[src/rtl/clk_ctl_pkg.sv]
`timescale 1ns/1ps
package clk_ctl_pkg;

    localparam int SRC_W = 2;

    typedef enum logic [SRC_W-1:0] {
        SRC_INT_PLL  = 2'b00,
        SRC_XTAL_PLL = 2'b01,
        SRC_EXT_PIN  = 2'b10,
        SRC_RSVD     = 2'b11
    } clk_src_e;

    typedef enum logic [1:0] {
        ST_RUN    = 2'b00,
        ST_NAP    = 2'b01,
        ST_COMMIT = 2'b10
    } pwr_state_e;

endpackage

[src/rtl/clk_cfg_reg.sv]
`timescale 1ns/1ps
module clk_cfg_reg
    import clk_ctl_pkg::*;
#(
    parameter int DIV_W   = 3,
    parameter int RST_DIV = 3
) (
    input  logic             clk,
    input  logic             rst_n,
    input  logic             we,
    input  logic [SRC_W-1:0] src_in,
    input  logic [DIV_W-1:0] div_in,
    output logic [SRC_W-1:0] req_src,
    output logic [DIV_W-1:0] req_div
);

    logic src_take;

    // reserved source code is dropped; divide field is always taken
    always_comb begin
        src_take = we && (src_in != SRC_RSVD);
    end

    always_ff @(posedge clk or negedge rst_n) begin
        if (!rst_n) begin
            req_src <= SRC_INT_PLL;
        end else if (src_take) begin
            req_src <= src_in;
        end
    end

    always_ff @(posedge clk or negedge rst_n) begin
        if (!rst_n) begin
            req_div <= DIV_W'(RST_DIV);
        end else if (we) begin
            req_div <= div_in;
        end
    end

endmodule

[src/rtl/clk_src_fsm.sv]
`timescale 1ns/1ps
module clk_src_fsm
    import clk_ctl_pkg::*;
#(
    parameter int NUM_SRC = 3
) (
    input  logic               clk,
    input  logic               rst_n,
    input  logic               nap_req,
    input  logic               wake_evt,
    input  logic [NUM_SRC-1:0] src_ok,
    input  logic [SRC_W-1:0]   req_src,
    output pwr_state_e         state_q,
    output logic [SRC_W-1:0]   act_src,
    output logic               pending,
    output logic               running,
    output logic               sleeping
);

    pwr_state_e         state_d;
    logic [NUM_SRC-1:0] ok_hit;
    logic               target_ok;
    logic               do_commit;

    // valid bit of the requested source
    generate
        for (genvar g = 0; g < NUM_SRC; g++) begin : g_ok
            assign ok_hit[g] = src_ok[g] && (req_src == SRC_W'(g));
        end
    endgenerate

    assign target_ok = |ok_hit;
    assign pending   = (req_src != act_src);
    assign do_commit = (state_q == ST_NAP) && wake_evt && pending && target_ok;

    // next-state logic
    always_comb begin
        state_d = state_q;
        unique case (state_q)
            ST_RUN: begin
                if (nap_req) state_d = ST_NAP;
            end
            ST_NAP: begin
                if (wake_evt) state_d = do_commit ? ST_COMMIT : ST_RUN;
            end
            ST_COMMIT: begin
                state_d = ST_RUN;
            end
            default: begin
                state_d = ST_RUN;
            end
        endcase
    end

    // state register
    always_ff @(posedge clk or negedge rst_n) begin
        if (!rst_n) begin
            state_q <= ST_RUN;
        end else begin
            state_q <= state_d;
        end
    end

    // committed source register, loaded on NAP -> COMMIT
    always_ff @(posedge clk or negedge rst_n) begin
        if (!rst_n) begin
            act_src <= SRC_INT_PLL;
        end else if (do_commit) begin
            act_src <= req_src;
        end
    end

    // outputs
    always_comb begin
        running  = 1'b0;
        sleeping = 1'b1;
        unique case (state_q)
            ST_RUN:    begin running = 1'b1; sleeping = 1'b0; end
            ST_NAP:    begin running = 1'b0; sleeping = 1'b1; end
            ST_COMMIT: begin running = 1'b0; sleeping = 1'b1; end
            default:   begin running = 1'b0; sleeping = 1'b1; end
        endcase
    end

endmodule

[src/rtl/clk_div_gen.sv]
`timescale 1ns/1ps
module clk_div_gen #(
    parameter int DIV_W   = 3,
    parameter int RST_DIV = 3
) (
    input  logic             clk,
    input  logic             rst_n,
    input  logic             run,
    input  logic [DIV_W-1:0] req_div,
    output logic             core_en,
    output logic [DIV_W-1:0] div_active
);

    localparam int CNT_W = (1 << DIV_W) - 1;

    logic [CNT_W-1:0] cnt_q;
    logic [CNT_W-1:0] limit;
    logic             wrap;

    // terminal count 2^D - 1 as a thermometer mask
    generate
        for (genvar b = 0; b < CNT_W; b++) begin : g_lim
            assign limit[b] = (32'(div_active) > b);
        end
    endgenerate

    assign wrap    = (cnt_q == limit);
    assign core_en = run && wrap;

    always_ff @(posedge clk or negedge rst_n) begin
        if (!rst_n) begin
            cnt_q      <= '0;
            div_active <= DIV_W'(RST_DIV);
        end else if (!run) begin
            cnt_q      <= '0;
            div_active <= req_div;
        end else if (wrap) begin
            cnt_q      <= '0;
            div_active <= req_div;
        end else begin
            cnt_q      <= cnt_q + 1'b1;
        end
    end

endmodule

[src/rtl/clk_core_ctl.sv]
`timescale 1ns/1ps
module clk_core_ctl
    import clk_ctl_pkg::*;
#(
    parameter int DIV_W   = 3,
    parameter int RST_DIV = 3,
    parameter int NUM_SRC = 3
) (
    input  logic               clk,
    input  logic               rst_n,
    input  logic               cfg_we,
    input  logic [1:0]         cfg_src,
    input  logic [DIV_W-1:0]   cfg_div,
    input  logic               nap_req,
    input  logic               wake_evt,
    input  logic [NUM_SRC-1:0] src_ok,
    output logic               core_en,
    output logic [1:0]         active_src,
    output logic               src_pending,
    output logic               asleep
);

    logic [SRC_W-1:0] req_src;
    logic [DIV_W-1:0] req_div;
    logic [DIV_W-1:0] div_active;
    logic             running;
    pwr_state_e       state_q;

    clk_cfg_reg #(.DIV_W(DIV_W), .RST_DIV(RST_DIV)) u_cfg (
        .clk     (clk),
        .rst_n   (rst_n),
        .we      (cfg_we),
        .src_in  (cfg_src),
        .div_in  (cfg_div),
        .req_src (req_src),
        .req_div (req_div)
    );

    clk_src_fsm #(.NUM_SRC(NUM_SRC)) u_fsm (
        .clk      (clk),
        .rst_n    (rst_n),
        .nap_req  (nap_req),
        .wake_evt (wake_evt),
        .src_ok   (src_ok),
        .req_src  (req_src),
        .state_q  (state_q),
        .act_src  (active_src),
        .pending  (src_pending),
        .running  (running),
        .sleeping (asleep)
    );

    clk_div_gen #(.DIV_W(DIV_W), .RST_DIV(RST_DIV)) u_div (
        .clk        (clk),
        .rst_n      (rst_n),
        .run        (running),
        .req_div    (req_div),
        .core_en    (core_en),
        .div_active (div_active)
    );

endmodule

[config.mk]
export PLATFORM = sky130hd
export DESIGN_NAME = clk_core_ctl
export DESIGN_NICKNAME = d
export VERILOG_FILES = /design/src/rtl/clk_ctl_pkg.sv /design/src/rtl/clk_cfg_reg.sv /design/src/rtl/clk_src_fsm.sv /design/src/rtl/clk_div_gen.sv /design/src/rtl/clk_core_ctl.sv
export SDC_FILE = /design/constraint.sdc
export NUM_CORES = 1
export LEC_CHECK = 0
export CORE_UTILIZATION = 50
export DETAILED_ROUTE_END_ITERATION = 8
export GPL_TIMING_DRIVEN = 0
export PLACE_DENSITY = 0.88
export SETUP_SLACK_MARGIN = 0.05
export SLEW_MARGIN = 20
export SYNTH_ARGS = -nofsm -noshare
export SYNTH_HDL_FRONTEND = slang
export SYNTH_SLANG_ARGS = --single-unit
[constraint.sdc]
create_clock -name clk -period 2.7 [get_ports clk]
set_input_delay 0.54 -clock clk [delete_from_list [all_inputs] [get_ports clk]]
set_output_delay 0.54 -clock clk [all_outputs]
set_load 0.05 [all_outputs]
==> metrics <==
outcome=finished, final reports clean; Final Hold Viols=0; Wirelength per Cell=13.4 µm; Die ar.=2190 µm²; drt drc=0; Synth Net Count=108; fin crit share=94.6%; GPL Wtd Cong=0.737; RSZ-0062 raised after global routing=false; Final Net Count=131; DRT iter0 DRCs=21; Yosys warnings=0; switching share of power=41.7%; worst path arrival time=2.01 ns; slowest stage delay, CP=0.53 ns; Synth Register Bits=19; DP HPWL=1360 µm; Worst Path Max Fanout=10; pre-CTS WS=-0.237 ns; Row Count=15; CTS Buf Count=3; Final Slew Violations=0; Max rail drop VDD=0.457 mV; register area=480 µm²; vias in the first global route=705; Pre-antenna DRT Iters=4; Worst-path clk slew=0.10 ns; vias=765; CTS Sinks=19; Worst EP required=2.16 ns; CTS Root Cell=clkbuf_4; startpoint class of the critical path=flop; Synth Instances=94; CP cell instances=buf_4 -> inv_1 -> a2111oi_0 -> o21ai_1 -> nor4_4 -> buf_4; initial antenna violation count=0; Seq/Total Area, Yosys=47.9%; fin util=69.4%; WP buf/inv=3; MaxCap Viol Count=0; core area=1800 µm²; Post-DRT Antenna Nets=0; Hold WS=0.464 ns; grt ovf=0; Area growth syn-to-layout=24.7%; Filler cells=145; Syn Area/Cell=10.7 µm²; fraction of layout cells with a size suffix above 1=21.6%; setup ws final=0.146 ns; number of port buffers=17; vias per cell=5.43; biggest area consumer among synthesized cells=dfrtp_1; H-tree lvl count=1; skew final=0.00442 ns; Ports=18; CTS max path bufs=2; CTS tree=yes; P_sw=476 µW; Multi-input gate area=483 µm²; largest net degree at the start of global routing=20; HP Class=flop to flop; Worst path slowest cell=dfstp_2; Clock power frac=12.3%; most frequent CP cell=buf_4; Routed WL=1890 µm; top cells by area, synth=dfrtp_1 37%, dfstp_2 10%, mux2_2 5.6%; worst skew pair latency=0.29 ns; sequential share of power=37.4%; Largest delay share family, worst path=compound AO/OA/AOI/OAI gates; initial core utilization=55.6%; ant diodes=0; Gate power share=50.3%; area share of the largest cell type after synthesis=37.5%; Cell Area, Synth=1000 µm²; Pwr Density=914 nW/µm²; gr usage total=20.5%; synth unique cells=35; clock period minus worst slack=2.55 ns; # setup viols final=0; first-pass GRT wire length=3110 µm; Die X=46.8 µm; Crit. End Element=output pin; Post-CTS Hold Fix Bufs=0; Die Y=46.8 µm; Internal=665 µW; critical path class=flop to output pin; leakage power=0.539 nW; Slew @ Worst Pin=0.826 ns; Rel. slew slack=44.8%; Final Power=1.14 mW; max frequency=392 MHz
## kinds of logic (layout without fill, tap and decap cells)
kind of cell	count (synthesis)	in the layout	synth area share, %
simple gates	35	35	17.4
flops	19	19	47.9
compound gates	12	12	10.9
buf+inv	11	33	5.37
mux	9	9	11.1
xor+xnor	7	7	6.12
fa+ha+maj	1	1	1.25
## worst paths after layout
| path | slack [ns] | depth (start not counted) | startpoint | endpoint |
|---|---|---|---|---|
| max in group asynchronous | 1.48 | 1 | rst_n | u_div.cnt_q[2]$_DFF_PN0_ |
| max | 0.15 | 6 | u_div.div_active[1]$_DFFE_PN1P_ | core_en |
| min reg2reg | 0.46 | 1 | u_fsm.state_q[1]$_DFFE_PN0P_ | u_fsm.state_q[0]$_DFFE_PN0P_ |
| min in group asynchronous | 0.71 | 1 | rst_n | u_div.div_active[2]$_DFFE_PN0P_ |
| min | 0.46 | 1 | u_fsm.state_q[1]$_DFFE_PN0P_ | u_fsm.state_q[0]$_DFFE_PN0P_ |
| max reg2reg | 0.25 | 7 | u_div.div_active[1]$_DFFE_PN1P_ | u_div.div_active[2]$_DFFE_PN0P_ |
## power groups by stage
stage	registers (mW)	clock network, mW	logic (mW)
after global placement	0.424	0	0.537
after global routing	0.437	0.152	0.618
after CTS	0.426	0.145	0.564
after floorplan	0.464	0	0.374
after detailed placement	0.430	0	0.558
final	0.427	0.140	0.575
## metal layers
metal	global-route usage (%)	part of all wire [%]
met1	27.6	45
met2	33.6	50
met3	1.15	3.1
met4	10.3	2.2
met5	0	0
## layout make-up
| cell class | count | area share (%) |
|---|---|---|
| Multi-Input combinational cell | 64 | 38.6 |
| Sequential cell | 19 | 38.4 |
| Timing Repair Buffer | 18 | 14.0 |
| Tap cell | 25 | 2.50 |
| Inverter | 8 | 2.40 |
| Clock buffer | 4 | 2.10 |
| Buffer | 3 | 1.90 |
## synthesized netlist by cell type, drive strengths merged
master / instances
dfstp: 4
a31oi: 1
o31ai: 1
a21oi: 1
nand2b: 1
a22oi: 1
nand4: 2
nor2: 15
a221oi: 1
xor2: 2
nor4: 1
o2bb2ai: 1
xnor2: 5
and3: 1
and4b: 1
a311o: 1
nor2b: 2
dfrtp: 15
nand3: 2
buf: 3
nor3: 3
mux2: 8
inv: 8
o21ai: 3
a2111oi: 1
o211ai: 1
or4: 1
ha: 1
mux2i: 1
nand2: 5
and3b: 1
## worst register-to-register path: stages, from the launching register on
cell,delay (ns)
dfstp_2,0.53
buf_4,0.15
inv_1,0.07
a2111oi_0,0.39
o21ai_1,0.20
buf_4,0.18
o31ai_4,0.47
mux2_4,0.35
## cells in the final DEF, fill, tap and decap left out, types with 2 or more instances in the layout
cell	synthesis	final
xor2_1	2	2
inv_1	8	8
nor3_1	3	3
mux2_4	3	3
buf_4	1	3
nor2b_1	2	2
dfstp_2	4	4
nor2_1	15	15
clkbuf_4	0	3
nand2_1	5	5
nand3_1	2	2
nand4_1	2	2
dfrtp_1	15	15
xnor2_1	5	5
clkdlybuf4s50_1	0	16
mux2_2	5	5
## through the flow
step / cell area (µm²) / TNS, ns / std cells
after floorplan: 1020 / 0 / 94
after global placement: 1220 / -0.184 / 136
after detailed placement: 1220 / -0.237 / 136
after CTS: 1240 / 0 / 140
after global routing: 1250 / 0 / 141
final: 1250 / 0 / 141
## flip-flops by register name (all words and copies together), names as in the netlist
signal and cells:
u_cfg.req_div 3, u_cfg.req_src 2, u_div.cnt_q 7, u_div.div_active 3, u_fsm.act_src 2, u_fsm.state_q 2
## repair_timing
action                     4_1_cts  5_1_grt
setup endpoints to repair        1        1
resized for setup                7        0
cloned                           0        0
pin swaps                        0        1
setup buffers                    0        1
(Power assumes the default switching activity.)
